--- config.mk ---
export PLATFORM = sky130hd
export DESIGN_NAME = i2c_reg16_writer
export DESIGN_NICKNAME = d
export VERILOG_FILES = /design/src/rtl/i2cw_pkg.sv /design/src/rtl/i2cw_timer.sv /design/src/rtl/i2cw_frame.sv /design/src/rtl/i2cw_ctrl.sv /design/src/rtl/i2c_reg16_writer.sv
export SDC_FILE = /design/constraint.sdc
export NUM_CORES = 1
export LEC_CHECK = 0
export CAP_MARGIN = 0
export CORE_MARGIN = 2
export CORE_UTILIZATION = 50
export CTS_BUF_LIST = sky130_fd_sc_hd__clkbuf_16
export DETAILED_ROUTE_END_ITERATION = 10
export HOLD_SLACK_MARGIN = 0.12
export PLACE_DENSITY = 0.8
export SYNTH_ARGS = -nofsm -noshare
export SYNTH_HDL_FRONTEND = slang
export SYNTH_HIERARCHICAL = 1
export SYNTH_SLANG_ARGS = --single-unit
--- constraint.sdc ---
create_clock -name clk -period 3.85 [get_ports clk]
set_input_delay 0.77 -clock clk [delete_from_list [all_inputs] [get_ports clk]]
set_output_delay 0.77 -clock clk [all_outputs]
set_load 0.05 [all_outputs]
--- src/rtl/i2cw_pkg.sv ---
package i2cw_pkg;

    // Frame layout: device byte, register index, then the data bytes.
    localparam int unsigned DATA_BYTES  = 2;
    localparam int unsigned FRAME_BYTES = DATA_BYTES + 2;
    localparam int unsigned IDX_W       = $clog2(FRAME_BYTES);
    localparam int unsigned WORD_W      = 8 * DATA_BYTES;

    // Standard-mode setup minimums in nanoseconds.
    localparam longint unsigned T_STA_SETUP_NS = 4700;
    localparam longint unsigned T_STO_SETUP_NS = 4000;

    typedef enum logic [2:0] {
        PH_IDLE,
        PH_STA_SU,
        PH_STA_HD,
        PH_BIT_LO,
        PH_BIT_HI,
        PH_STO_LO,
        PH_STO_SU,
        PH_STO_BUF
    } phase_e;

    typedef struct packed {
        logic [7:0]        index;
        logic [WORD_W-1:0] value;
    } wr_cmd_t;

    // Round a duration up to whole system clocks, never below one.
    function automatic int unsigned ns_to_clocks(longint unsigned clk_hz,
                                                 longint unsigned ns);
        longint unsigned prod;
        longint unsigned cyc;
        prod = clk_hz * ns;
        cyc  = (prod + 64'd999_999_999) / 64'd1_000_000_000;
        if (cyc == 0) cyc = 1;
        return int'(cyc);
    endfunction

    function automatic int unsigned max3(int unsigned a, int unsigned b,
                                         int unsigned c);
        int unsigned m;
        m = a;
        if (b > m) m = b;
        if (c > m) m = c;
        return m;
    endfunction

endpackage

--- src/rtl/i2cw_timer.sv ---
module i2cw_timer #(
    parameter int unsigned TW = 8
) (
    input  logic          clk,
    input  logic          rst,
    input  logic          load_i,
    input  logic [TW-1:0] len_i,
    output logic          expire_o
);

    logic [TW-1:0] cnt_q;

    // A load of len makes the current interval last exactly len cycles.
    always_ff @(posedge clk) begin
        if (rst) begin
            cnt_q <= '0;
        end else if (load_i) begin
            cnt_q <= len_i - 1'b1;
        end else if (cnt_q != '0) begin
            cnt_q <= cnt_q - 1'b1;
        end
    end

    assign expire_o = (cnt_q == '0);

    AST_LOAD_NONZERO: assert property (@(posedge clk) disable iff (rst)
        load_i |-> (len_i != '0));

endmodule

--- src/rtl/i2cw_frame.sv ---
module i2cw_frame
    import i2cw_pkg::*;
#(
    parameter logic [6:0] SLAVE_ID = 7'h2E
) (
    input  wr_cmd_t          cmd_i,
    input  logic [IDX_W-1:0] byte_sel_i,
    input  logic [2:0]       bit_sel_i,
    output logic             bit_o
);

    logic [7:0] frame_bytes [FRAME_BYTES];
    logic [7:0] cur_byte;

    assign frame_bytes[0] = {SLAVE_ID, 1'b0};
    assign frame_bytes[1] = cmd_i.index;

    // Data bytes follow the index, most significant byte first.
    for (genvar k = 0; k < DATA_BYTES; k++) begin : g_data
        assign frame_bytes[2+k] = cmd_i.value[8*(DATA_BYTES-1-k) +: 8];
    end

    assign cur_byte = frame_bytes[byte_sel_i];
    assign bit_o    = cur_byte[3'd7 - bit_sel_i];

endmodule

--- src/rtl/i2cw_ctrl.sv ---
module i2cw_ctrl
    import i2cw_pkg::*;
#(
    parameter int unsigned HALF_CYC = 250,
    parameter int unsigned STA_CYC  = 235,
    parameter int unsigned STO_CYC  = 200,
    parameter int unsigned TW       = 9
) (
    input  logic             clk,
    input  logic             rst,
    input  logic             req_i,
    input  logic             bit_i,
    input  logic             sda_i,
    input  logic             expire_i,
    output logic             load_o,
    output logic [TW-1:0]    len_o,
    output logic [IDX_W-1:0] byte_sel_o,
    output logic [2:0]       bit_sel_o,
    output logic             accept_o,
    output logic             scl_o,
    output logic             sda_oe_o,
    output logic             busy_o,
    output logic             done_o,
    output logic             err_o
);

    localparam logic [TW-1:0]    LEN_HALF  = TW'(HALF_CYC);
    localparam logic [TW-1:0]    LEN_STA   = TW'(STA_CYC);
    localparam logic [TW-1:0]    LEN_STO   = TW'(STO_CYC);
    localparam logic [IDX_W-1:0] LAST_BYTE = IDX_W'(FRAME_BYTES - 1);
    localparam logic [3:0]       ACK_SLOT  = 4'd8;

    phase_e           state_q, state_d;
    logic [3:0]       bit_q, bit_d;
    logic [IDX_W-1:0] byte_q, byte_d;
    logic             err_q, done_q;
    logic             ack_end;
    logic             in_bit;

    assign accept_o = (state_q == PH_IDLE) && req_i;
    assign in_bit   = (state_q == PH_BIT_LO) || (state_q == PH_BIT_HI);
    assign ack_end  = (state_q == PH_BIT_HI) && expire_i && (bit_q == ACK_SLOT);

    always_comb begin
        state_d = state_q;
        bit_d   = bit_q;
        byte_d  = byte_q;
        load_o  = 1'b0;
        len_o   = LEN_HALF;
        unique case (state_q)
            PH_IDLE: begin
                if (req_i) begin
                    state_d = PH_STA_SU;
                    load_o  = 1'b1;
                    len_o   = LEN_STA;
                end
            end
            PH_STA_SU: begin
                if (expire_i) begin
                    state_d = PH_STA_HD;
                    load_o  = 1'b1;
                end
            end
            PH_STA_HD: begin
                if (expire_i) begin
                    state_d = PH_BIT_LO;
                    load_o  = 1'b1;
                    bit_d   = '0;
                    byte_d  = '0;
                end
            end
            PH_BIT_LO: begin
                if (expire_i) begin
                    state_d = PH_BIT_HI;
                    load_o  = 1'b1;
                end
            end
            PH_BIT_HI: begin
                if (expire_i) begin
                    load_o = 1'b1;
                    if (bit_q == ACK_SLOT) begin
                        if (byte_q == LAST_BYTE) begin
                            state_d = PH_STO_LO;
                        end else begin
                            state_d = PH_BIT_LO;
                            byte_d  = byte_q + 1'b1;
                            bit_d   = '0;
                        end
                    end else begin
                        state_d = PH_BIT_LO;
                        bit_d   = bit_q + 1'b1;
                    end
                end
            end
            PH_STO_LO: begin
                if (expire_i) begin
                    state_d = PH_STO_SU;
                    load_o  = 1'b1;
                    len_o   = LEN_STO;
                end
            end
            PH_STO_SU: begin
                if (expire_i) begin
                    state_d = PH_STO_BUF;
                    load_o  = 1'b1;
                end
            end
            PH_STO_BUF: begin
                if (expire_i) begin
                    state_d = PH_IDLE;
                end
            end
            default: state_d = PH_IDLE;
        endcase
    end

    always_ff @(posedge clk) begin
        if (rst) begin
            state_q <= PH_IDLE;
            bit_q   <= '0;
            byte_q  <= '0;
            err_q   <= 1'b0;
            done_q  <= 1'b0;
        end else begin
            state_q <= state_d;
            bit_q   <= bit_d;
            byte_q  <= byte_d;
            done_q  <= (state_q == PH_STO_BUF) && expire_i;
            if (accept_o) begin
                err_q <= 1'b0;
            end else if (ack_end && sda_i) begin
                err_q <= 1'b1;
            end
        end
    end

    // Line decode: SCL low only in data-low and stop-low phases.
    assign scl_o    = !((state_q == PH_BIT_LO) || (state_q == PH_STO_LO));
    assign sda_oe_o = (state_q == PH_STA_HD) || (state_q == PH_STO_LO) ||
                      (state_q == PH_STO_SU) ||
                      (in_bit && (bit_q != ACK_SLOT) && !bit_i);

    assign byte_sel_o = byte_q;
    assign bit_sel_o  = bit_q[2:0];
    assign busy_o     = (state_q != PH_IDLE);
    assign done_o     = done_q;
    assign err_o      = err_q;

    AST_IDLE_LINES: assert property (@(posedge clk) disable iff (rst)
        !busy_o |-> (scl_o && !sda_oe_o));

    AST_SDA_STABLE_HIGH: assert property (@(posedge clk) disable iff (rst)
        (state_q == PH_BIT_HI && $past(state_q) == PH_BIT_HI) |-> $stable(sda_oe_o));

    AST_ACK_RELEASED: assert property (@(posedge clk) disable iff (rst)
        (scl_o && in_bit && bit_q == ACK_SLOT) |-> !sda_oe_o);

    AST_ERR_AT_ACK: assert property (@(posedge clk) disable iff (rst)
        $rose(err_o) |-> ($past(state_q) == PH_BIT_HI && $past(bit_q) == ACK_SLOT));

    AST_ERR_CLEARED: assert property (@(posedge clk) disable iff (rst)
        $rose(busy_o) |-> !err_o);

    AST_STOP_RELEASES: assert property (@(posedge clk) disable iff (rst)
        $fell(busy_o) |-> (scl_o && !sda_oe_o && $past(state_q) == PH_STO_BUF));

    AST_DONE_AFTER_BUSY: assert property (@(posedge clk) disable iff (rst)
        done_o |-> (!busy_o && $past(busy_o)));

endmodule

--- src/rtl/i2c_reg16_writer.sv ---
module i2c_reg16_writer
    import i2cw_pkg::*;
#(
    parameter int unsigned CLK_HZ   = 50_000_000,
    parameter int unsigned SCL_HZ   = 100_000,
    parameter logic [6:0]  SLAVE_ID = 7'h2E
) (
    input  logic        clk,
    input  logic        rst,
    input  logic        req_i,
    input  logic [7:0]  reg_addr_i,
    input  logic [15:0] reg_data_i,
    output logic        scl_o,
    output logic        sda_oe_o,
    input  logic        sda_i,
    output logic        busy_o,
    output logic        done_o,
    output logic        err_o
);

    localparam int unsigned HALF_RAW = CLK_HZ / (2 * SCL_HZ);
    localparam int unsigned HALF_CYC = (HALF_RAW == 0) ? 1 : HALF_RAW;
    localparam int unsigned STA_CYC  = ns_to_clocks(longint'(CLK_HZ), T_STA_SETUP_NS);
    localparam int unsigned STO_CYC  = ns_to_clocks(longint'(CLK_HZ), T_STO_SETUP_NS);
    localparam int unsigned LONGEST  = max3(HALF_CYC, STA_CYC, STO_CYC);
    localparam int unsigned TW       = $clog2(LONGEST + 1);

    wr_cmd_t          cmd_q;
    logic             accept;
    logic             tmr_load;
    logic [TW-1:0]    tmr_len;
    logic             tmr_expire;
    logic [IDX_W-1:0] byte_sel;
    logic [2:0]       bit_sel;
    logic             cur_bit;

    // The request is captured only in its acceptance cycle.
    always_ff @(posedge clk) begin
        if (rst) begin
            cmd_q <= '0;
        end else if (accept) begin
            cmd_q <= '{index: reg_addr_i, value: reg_data_i};
        end
    end

    i2cw_timer #(
        .TW (TW)
    ) i_timer (
        .clk      (clk),
        .rst      (rst),
        .load_i   (tmr_load),
        .len_i    (tmr_len),
        .expire_o (tmr_expire)
    );

    i2cw_frame #(
        .SLAVE_ID (SLAVE_ID)
    ) i_frame (
        .cmd_i      (cmd_q),
        .byte_sel_i (byte_sel),
        .bit_sel_i  (bit_sel),
        .bit_o      (cur_bit)
    );

    i2cw_ctrl #(
        .HALF_CYC (HALF_CYC),
        .STA_CYC  (STA_CYC),
        .STO_CYC  (STO_CYC),
        .TW       (TW)
    ) i_ctrl (
        .clk        (clk),
        .rst        (rst),
        .req_i      (req_i),
        .bit_i      (cur_bit),
        .sda_i      (sda_i),
        .expire_i   (tmr_expire),
        .load_o     (tmr_load),
        .len_o      (tmr_len),
        .byte_sel_o (byte_sel),
        .bit_sel_o  (bit_sel),
        .accept_o   (accept),
        .scl_o      (scl_o),
        .sda_oe_o   (sda_oe_o),
        .busy_o     (busy_o),
        .done_o     (done_o),
        .err_o      (err_o)
    );

    AST_CMD_HELD: assert property (@(posedge clk) disable iff (rst)
        (busy_o && $past(busy_o)) |-> $stable(cmd_q));

endmodule

# Yosys cells after proc, flatten, opt, wreduce, memory -nomap -nowiden
# Cells that the tools add are included.
dict set report word_totals {
  register_bits 43
  out_inout_bits 5
  input_bits 28
  wordCells 96
}
dict set report classes {
  bitwise 1
  reduce_logical 25
  n_eq_ne 21
  n_lt_le_gt_ge 2
  n_mux 34
  addsub 5
}
# cell n
set ops {}
lappend ops {{$mux 8} 4}
lappend ops {{$mux 3} 10}
lappend ops {{$pmux 3 s8} 1}
lappend ops {{$bmux 8 s2} 1}
lappend ops {{$mux 4} 4}
lappend ops {{$pmux 8 s2} 1}
lappend ops {{$sub 8x1->8 const B} 2}
lappend ops {{$ne 2x1->1 const B} 7}
lappend ops {{$eq 3x3->1 const B} 4}
lappend ops {{$logic_not 8->1} 1}
lappend ops {{$mux 2} 4}
lappend ops {{$pmux 4 s2} 1}
lappend ops {{$reduce_and 8->1} 1}
lappend ops {{$reduce_bool 8->1} 1}
lappend ops {{$logic_and 1x1->1} 7}
lappend ops {{$eq 3x2->1 const B} 2}
lappend ops {{$mux 6} 1}
lappend ops {{$ne 2x2->1 const B} 3}
lappend ops {{$reduce_or 6->1} 1}
lappend ops {{$logic_or 1x1->1} 5}
lappend ops {{$mux 5} 1}
lappend ops {{$reduce_and 5->1} 1}
lappend ops {{$add 4x1->4 const B} 1}
lappend ops {{$eq 4x4->1 const B} 1}
lappend ops {{19 further kinds} 23}

# Logic depth before layout (Yosys ltp)
# Gate-level depths: netlist (run 1).
dict set report logic_depth {
  ltp_word 9
  ltp_mapped 13
  depth_no_buf 10
}

# Cells and area by module
# The synthesis (run 1) kept the hierarchy.
# mod seq_area_each_um2 cells_each instances area_each_um2
set modules_own_cells {}
lappend modules_own_cells {i2c_reg16_writer 480.5 77 1 869.6}
lappend modules_own_cells {i2cw_ctrl 220.2 98 1 808.3}
lappend modules_own_cells {i2cw_timer 160.2 55 1 500.5}
lappend modules_own_cells {i2cw_frame 0.0 27 1 252.7}

# Worst setup path after synthesis (run 1)
# Ideal clock, no wire load.
dict set report synth_timing {
  path_kind {reg2out}
  startpoint {register i_ctrl.bit_q[0]}
  endpoint {output sda_oe_o}
  n_path_buf 2
  slack_ns 0.766
  stages_incl_launch_ff 10
  required_time_ns 3.080
  arrival_ns 2.314
  cell_sequence {dfxtp_1 buf_4 clkbuf_1 mux4_2 a2bb2oi_1 o21ai_1 o32ai_2 o21ai_0 a21oi_1 nor2_1}
}
dict set report synth_between {
  elab_chain_len 6
  elab_cells_between_ends 8
  classes_between {add/sub (1); eq/ne (1); mux (2); reduce/logical (4)}
}
# element line_no
set synth_rtl {}
lappend synth_rtl {{from (decl)} i2cw_ctrl.sv:34} ;# logic [3:0] bit_q, bit_d;
lappend synth_rtl {{from (signal assigned)} i2cw_ctrl.sv:126} ;# bit_q <= bit_d;
lappend synth_rtl {{$sub 3x3->3} i2cw_frame.sv:24} ;# assign bit_o = cur_byte[3'd7 - bit_sel_i];
lappend synth_rtl {{$bmux 1 s3} i2cw_frame.sv:24}
lappend synth_rtl {{$mux 1 (implied by the code)} i2cw_frame.sv:24}
lappend synth_rtl {{net cur_bit} i2c_reg16_writer.sv:35} ;# logic cur_bit;
lappend synth_rtl {{$logic_not 1->1} i2cw_ctrl.sv:141} ;# (in_bit && (bit_q != ACK_SLOT) && !bit_i);
lappend synth_rtl {{$logic_and 1x1->1} i2cw_ctrl.sv:141}
lappend synth_rtl {{$logic_or 1x1->1} i2cw_ctrl.sv:140} ;# (state_q == PH_STO_SU) ||
lappend synth_rtl {{to (decl)} i2c_reg16_writer.sv:14} ;# output logic sda_oe_o,
# The timed path passes the listed nets, and every way through them passes these cells. The select of a mux whose other input is x is not followed.

# Worst setup path after layout (run 1)
dict set report layout_timing {
  startpoint {register i_ctrl.byte_q[1] (netlist: i_ctrl/byte_sel_o[1])}
  endpoint {output sda_oe_o}
}
dict set report layout_between {
  elab_chain_len 9
}
# element line_no
set layout_rtl {}
lappend layout_rtl {{from (decl)} i2cw_ctrl.sv:35} ;# logic [IDX_W-1:0] byte_q, byte_d;
lappend layout_rtl {{from (signal assigned)} i2cw_ctrl.sv:127} ;# byte_q <= byte_d;
lappend layout_rtl {{$not 2->3 (implied by the code)} i2cw_frame.sv:23} ;# assign cur_byte = frame_bytes[byte_sel_i];
lappend layout_rtl {{$bmux 8 s2} i2cw_frame.sv:23}
lappend layout_rtl {{$mux 8 (implied by the code) (2 in a row)} i2cw_frame.sv:23}
lappend layout_rtl {{$bmux 1 s3} i2cw_frame.sv:24}
lappend layout_rtl {{$mux 1 (implied by the code)} i2cw_frame.sv:24}
lappend layout_rtl {{net cur_bit} i2c_reg16_writer.sv:35}
lappend layout_rtl {{$logic_not 1->1} i2cw_ctrl.sv:141}
lappend layout_rtl {{$logic_and 1x1->1} i2cw_ctrl.sv:141}
lappend layout_rtl {{$logic_or 1x1->1} i2cw_ctrl.sv:140}
# The timed path passes the listed nets, and every way through them passes these cells. The select of a mux whose other input is x is not followed.

==> results of run 1 <==
-- report_power, final --
part           switching, W  internal [W]  leakage [nW]
Sequential        0.0000628      0.000515         0.353
Clock              0.000170      0.000306        0.0838
Combinational      0.000269      0.000246         0.666
-- layer usage --
layer	part of all wire, %	wire length [um]	vias up
li1	-	-	944
met1	45	2130	847
met2	49	2320	32
met3	4.0	188	7
met4	1.5	69	0
met5	0	0	-
-- synth_stat cells, types with 2 or more instances --
master    instances
nor2b_1           4
or3_1             4
a211oi_2          2
a311oi_1          2
a21oi_1          10
clkbuf_1          3
nor3_1            7
o21ai_0           6
xor2_1            2
a22oi_1           3
mux2_2            2
o21ai_1           2
nor4_1            2
mux4_2            3
a211oi_1          2
nor2_1           38
nand3_1           3
xnor2_1           3
nor2b_2           2
buf_6             5
mux2i_1          37
inv_1             8
or3b_1            2
nand4b_1          2
conb_1            2
buf_4             8
buf_12            2
nand2_1          10
dfxtp_1          43
ha_1              4
buf_2             6
-- final cells by class --
type | instances | share of cell area [%]
inverters | 8 | 1.07
well taps | 54 | 2.40
clock buffers | 5 | 4.44
multi-input cells | 184 | 47.9
flip-flops and latches | 43 | 30.6
clock inverters | 3 | 1.55
repair buffers | 35 | 12.1
-- placed cells by master (no fill, tap or decap), types with 4 or more instances in the layout --
master,count
nor2b_1,4
dfxtp_1,43
mux2i_1,37
o21ai_0,6
clkbuf_16,5
ha_1,4
conb_1,4
inv_1,8
a21oi_1,10
or3_1,4
nor3_1,7
buf_4,4
clkdlybuf4s50_1,31
nor2_1,38
nand2_1,10
-- registers in the layout (all words and copies together), names as in the netlist --
| signal | flops |
|---|---|
| i_timer/cnt_q | 8 |
| i_ctrl/bit_q | 4 |
| i_ctrl/done_o | 1 |
| i_ctrl/byte_sel_o | 2 |
| i_ctrl/state_q | 3 |
| i_ctrl/err_o | 1 |
| cmd_q | 24 |
-- how the worst max path moves through the flow --
stage / startpoint / endpoint / slack (ps) / depth (start not counted)
2_1_floorplan: i_ctrl/bit_q[0] / sda_oe_o / 770 / 9
3_3_place_gp: i_ctrl/byte_sel_o[1] / sda_oe_o / 870 / 8
3_5_place_dp: i_ctrl/byte_sel_o[1] / sda_oe_o / 820 / 8
4_1_cts: i_ctrl/byte_sel_o[1] / sda_oe_o / 500 / 8
5_1_grt: i_ctrl/byte_sel_o[1] / sda_oe_o / 350 / 8
6_report: i_ctrl/byte_sel_o[1] / sda_oe_o / 500 / 8
-- cells by family (layout without fill, tap and decap cells) --
kind of cell             after synthesis  after routing  synth area share [%]
XOR/XNOR                               5              5                  1.80
other                                  2              4                 0.309
flip-flops                            43             43                  35.4
AO/OA/AOI/OAI                         40             40                  11.9
AND/OR/NAND/NOR                       89             89                  20.2
adder cells (fa/ha/maj)                4              4                  2.06
multiplexers                          42             42                  18.9
buffers and inverters                 32             51                  9.37
-- worst max-delay path, stage by stage, from the launching register on --
cell and delay, ps:
dfxtp_1 620, mux2i_1 170, mux4_2 490, and2_4 170
o32ai_2 290, o21ai_0 140, a21oi_1 170, nor2_1 60
buf_4 180
-- metrics by stage --
step	hold WS, ps	setup slack [ps]	util (%)	std cells
finish	503	499	60.1	332
global route	516	354	60.1	332
CTS	504	501	60.1	332
detailed placement	481	819	56.5	324
global placement	468	865	56.5	324
floorplan	454	766	-	259
==> metrics.md, run 1 <==
| Metric | Value |
|---|---|
| Height of the die | 73.7 um |
| Fillers | 421 |
| Die Footprint | 0.00544 sq mm |
| Quantity of gates resized following cts | 0 |
| Slew at the pin closest to its max-slew limit | 592 ps |
| Final Critical Period | 3350 ps |
| Skew-Pair Late Insertion Delay | 280 ps |
| Pin count of the biggest net entering global routing | 28 |
| Setup total negative slack | 0 ps |
| Die boundary width | 73.7 um |
| Top-area cell type share of the netlist area | 35.4% |
| Clock root buffer master | clkbuf_16 |
| Pre-antenna DRT Iters | 4 |
| Worst Path Max Fanout | 12 |
| Library cell occupying the most area in the post-synthesis netlist | dfxtp_1 |
| Combined area of the multi-input logic cells | 0.00135 sq mm |
| Initial antenna violation count | 0 |
| Wire length per cell | 14.2 um |
| Top flip-flop cell by instance count after synthesis | dfxtp_1 |
| Sequential cell area | 861 sq um |
| Post-synth EDFFs | 0 |
| Mean cell area of the mapped netlist | 9.46 sq um |
| Critical path type | register to output port |
| Routed via count | 1830 |
| Count of mapped cells out of synthesis | 257 |
| Status | completed |
| Max-slew violations | 0 |
| Total of warnings raised by yosys | 6 |
| Final routed DRC violation total | 0 |
| Cell area after layout | 0.00282 sq mm |
| Max Clk Rate | 298 MHz |
| Leading post-synthesis cells by cell area | dfxtp_1 (35%), mux2i_1 (15%), nor2_1 (5.9%) |
| Global-route wire length before repair | 7.85 mm |
| Final setup violating endpoints | 0 |
| Post-Synthesis Cell Area | 0.00243 sq mm |
| Worst R2R Path Depth | 10 |
| Cell row count | 25 |
| Final #Nets | 309 |
| Vias per std cell | 5.51 |
| Number of sinks on the clock net | 43 |
| Post-synthesis sequential element count | 43 |
| Nature of the critical path endpoint | output port |
| GR Overflow Total | 0 |
| Met2 capacity usage during global routing | 29.8% |
| Synth async-reset ratio | 0% |
| Cell Area, Placed | 0.00265 sq mm |
| P_leak | 1.10 nW |
| Share of the clock period used by the worst path | 87.0% |
| Overall power | 0.00157 W |
| Core area | 0.00469 sq mm |
| CTS clock-pin slew for the worst setup and hold paths | 60 ps |
| Total routing resource utilization after global routing | 18.4% |
| Via count of the first global-routing pass | 1791 |
| Buffers from clock root to sink, at most | 2 |
| Setup slack on the worst flop-to-flop path | 930 ps |
| Worst Hold Class | register to register |
| RSZ-0062 raised after global routing | false |
| FF-to-FF Start | i_timer/cnt_q[3] |
| Final Hold Viols | 0 |
| Syn-to-layout area delta | 15.9% |
| VDD IR max | 351 uV |
| Data required, critical path | 3080 ps |
| Number of cells on the worst hold path | 2 |
| Post-route ant nets | 0 |
| Antenna cell count | 0 |
| Headroom to the max-slew limit | 60.6% |
| Number of design-rule violations left by the first detailed-router iteration | 164 |
| Hold Startpoint | cmd_q[16] |
| Number of distinct standard cells referenced by the synthesized netlist | 59 |
| Met1 usage | 23.3% |
| Global-route layer with the greatest usage | met2 |
| Crit path DAT | 2580 ps |
| Hold path endpoint | cmd_q[16] |
| Sequential-to-total area share from yosys stat | 35.4% |
| Buffers on Ports | 32 |
| Clock tree from TritonCTS | done |
| Post-CTS setup buffers | 0 |
| Hold-fix buffer count after cts | 0 |
| Final RePlAce weighted congestion | 0.849 |
| Sum of net half-perimeters after detailed placement | 3.35 mm |
| Worst reg2reg endpoint | i_timer/cnt_q[7] |
| Final clock skew | 4.76 ps |
| Met3 usage in global routing | 4.66% |
| Type of element launching the critical path | register |
| Power density cells | 557 mW/mm^2 |
| H-tree levels | 2 |
| IO Count | 33 |
| Initial core utilization | 51.8% |
| Share of layout cells above drive strength 1 | 10.4% |
| Overall routed net length | 4.71 mm |
| Number of max-capacitance violations reported | 0 |
| Number of CTS-inserted buffers | 5 |
(Power assumes the default switching activity.)
==> run 2, diff against run 1 <==
--- a/config.mk
+++ b/config.mk
@@ -11,7 +11,8 @@
 export CTS_BUF_LIST = sky130_fd_sc_hd__clkbuf_16
 export DETAILED_ROUTE_END_ITERATION = 10
 export HOLD_SLACK_MARGIN = 0.12
-export PLACE_DENSITY = 0.8
+export PLACE_DENSITY = 0.71
+export RECOVER_POWER = 50
 export SYNTH_ARGS = -nofsm -noshare
 export SYNTH_HDL_FRONTEND = slang
 export SYNTH_HIERARCHICAL = 1
==> metrics.md, run 2 (synthesized netlist as in run 1, its figures left out) <==
| Metric | Value |
|---|---|
| Status | finished with violations |
| Failing checks | max-capacitance violations, max-slew violations |
| Routed via count | 1823 |
| Final Hold Viols | 0 |
| GR Overflow Total | 0 |
| IO Count | 33 |
| Height of the die | 73.7 um |
| Cell-by-cell listing of the critical path | mux2i_1, mux4_2, and2_4, o32ai_2, o21ai_0, a21oi_1, nor2_1, buf_4 |
| Die boundary width | 73.7 um |
| Final #Nets | 308 |
| Final clock skew | 3.77 ps |
| Number of max-capacitance violations reported | 1 |
| Met2 capacity usage during global routing | 28.5% |
| Type of element launching the critical path | register |
| Register with the most flip-flops | cmd_q |
| Met3 usage in global routing | 4.53% |
| Core area | 0.00469 sq mm |
| Skew-Pair Late Insertion Delay | 280 ps |
| Final Critical Period | 3300 ps |
| RSZ-0062 raised after global routing | false |
| Cell row count | 25 |
| Registers with the highest flip-flop counts | cmd_q x24, i_timer/cnt_q x8, i_ctrl/bit_q x4 |
| Power density cells | 535 mW/mm^2 |
| P_leak | 1.08 nW |
| Post-CTS setup buffers | 0 |
| Worst Path Max Fanout | 12 |
| Hold Startpoint | cmd_q[8] |
| Nature of the critical path endpoint | output port |
| Antenna cell count | 0 |
| Total routing resource utilization after global routing | 17.8% |
| Buffers on Ports | 32 |
| Die Footprint | 0.00544 sq mm |
| Clock tree from TritonCTS | done |
| Number of sinks on the clock net | 43 |
| Worst Hold Class | register to register |
| Final RePlAce weighted congestion | 0.850 |
| Number of flip-flops in the largest register | 24 |
| FF-to-FF Start | i_ctrl/state_q[0] |
| Post-route ant nets | 0 |
| Vias per std cell | 5.51 |
| Start point of the critical path | i_ctrl/byte_sel_o[1] |
| Most frequent cells in the layout | dfxtp_1 (43), nor2_1 (38), mux2i_1 (37) |
| Buffers from clock root to sink, at most | 2 |
| Overall routed net length | 4.62 mm |
| Global-route layer with the greatest usage | met2 |
| H-tree levels | 2 |
| Data required, critical path | 3080 ps |
| Most frequent standard cell in the layout excluding fill and tap cells | dfxtp_1 |
| Number of CTS-inserted buffers | 5 |
| Longest individual stage delay on the worst path | 640 ps |
| Clock root buffer master | clkbuf_16 |
| Initial antenna violation count | 0 |
| Setup total negative slack | 0 ps |
| Slew at the pin closest to its max-slew limit | 1740 ps |
| Max Clk Rate | 303 MHz |
| Met1 usage | 24.3% |
| Critical path type | register to output port |
| Syn-to-layout area delta | 13.9% |
| Share of layout cells above drive strength 1 | 9.75% |
| Pin count of the biggest net entering global routing | 28 |
| Sum of net half-perimeters after detailed placement | 3.25 mm |
| Worst hold-check slack | 493 ps |
| Global-route wire length before repair | 7.60 mm |
| Number of design-rule violations left by the first detailed-router iteration | 95 |
| Final routed DRC violation total | 0 |
| Pre-antenna DRT Iters | 4 |
| Critical path's slowest cell | dfxtp_1 |
| CTS clock-pin slew for the worst setup and hold paths | 60 ps |
| Via count of the first global-routing pass | 1688 |
| Crit path DAT | 2530 ps |
| Quantity of gates resized following cts | 0 |
| Wire length per cell | 13.9 um |
| VDD IR max | 337 uV |
| Max-slew violations | 28 |
| Share of the clock period used by the worst path | 85.6% |
| Final setup violating endpoints | 0 |
| Hold-fix buffer count after cts | 0 |
| Headroom to the max-slew limit | -16.4% |
| Initial core utilization | 51.8% |
## run 2: changes by cell type in the layout (fill, tap and decap cells not counted), sizes merged
cell / delta
inv: +1
clkinvlp: +1
clkdlybuf4s50: -1
clkinv: -1
bufinv: -1
dlygate4sd3: +1
buf: -1
## run 2: final cells by class
class / count / area, sq um
clock inverters: 3 / 16.3
well taps: 54 / 67.6
flip-flops and latches: 43 / 861
clock buffers: 5 / 125
fillers: 433 / 1920
inverters: 8 / 30.0
repair buffers: 34 / 333
multi-input cells: 184 / 1340
## run 2: per-stage QoR
stage / util, % / std cells / power [W] / setup WS (ps) / instance area [sq um]
finish: 59.0 / 331 / 0.00148 / 553 / 2770
global route: 59.0 / 331 / 0.00157 / 351 / 2770
CTS: 59.3 / 331 / 0.00150 / 517 / 2780
detailed placement: 56.3 / 323 / 0.00109 / 844 / 2640
global placement: 56.3 / 323 / 0.00109 / 873 / 2640
floorplan: - / 259 / 0.00103 / 766 / 2440
## run 2: path summary, 6_finish.rpt
| path | cells past startpoint | slack [ps] | end |
|---|---|---|---|
| setup / recovery | 8 | 550 | sda_oe_o |
| hold / removal | 2 | 490 | cmd_q[8] |
| setup reg to reg | 7 | 690 | i_timer/cnt_q[6] |
| hold reg to reg | 2 | 490 | cmd_q[8] |
## run 2: worst max-delay path: cells and delay by family (launching register included)
family,cells,cell delay (ps)
flip-flops,1,640
multiplexers,2,610
AO/OA/AOI/OAI,3,560
AND/OR/NAND/NOR,2,240
buffers and inverters,1,190
## run 2: per-layer routing
metal	share of wire (%)	vias up
met5	0	-
met4	0.63	0
met3	2.5	2
met2	47	20
met1	50	856
li1	-	945
## run 2: where the power goes
part	internal (W)	leakage (nW)	switching, W
Clock	0.000237	0.0710	0.000166
Combinational	0.000242	0.653	0.000259
Sequential	0.000515	0.353	0.0000632
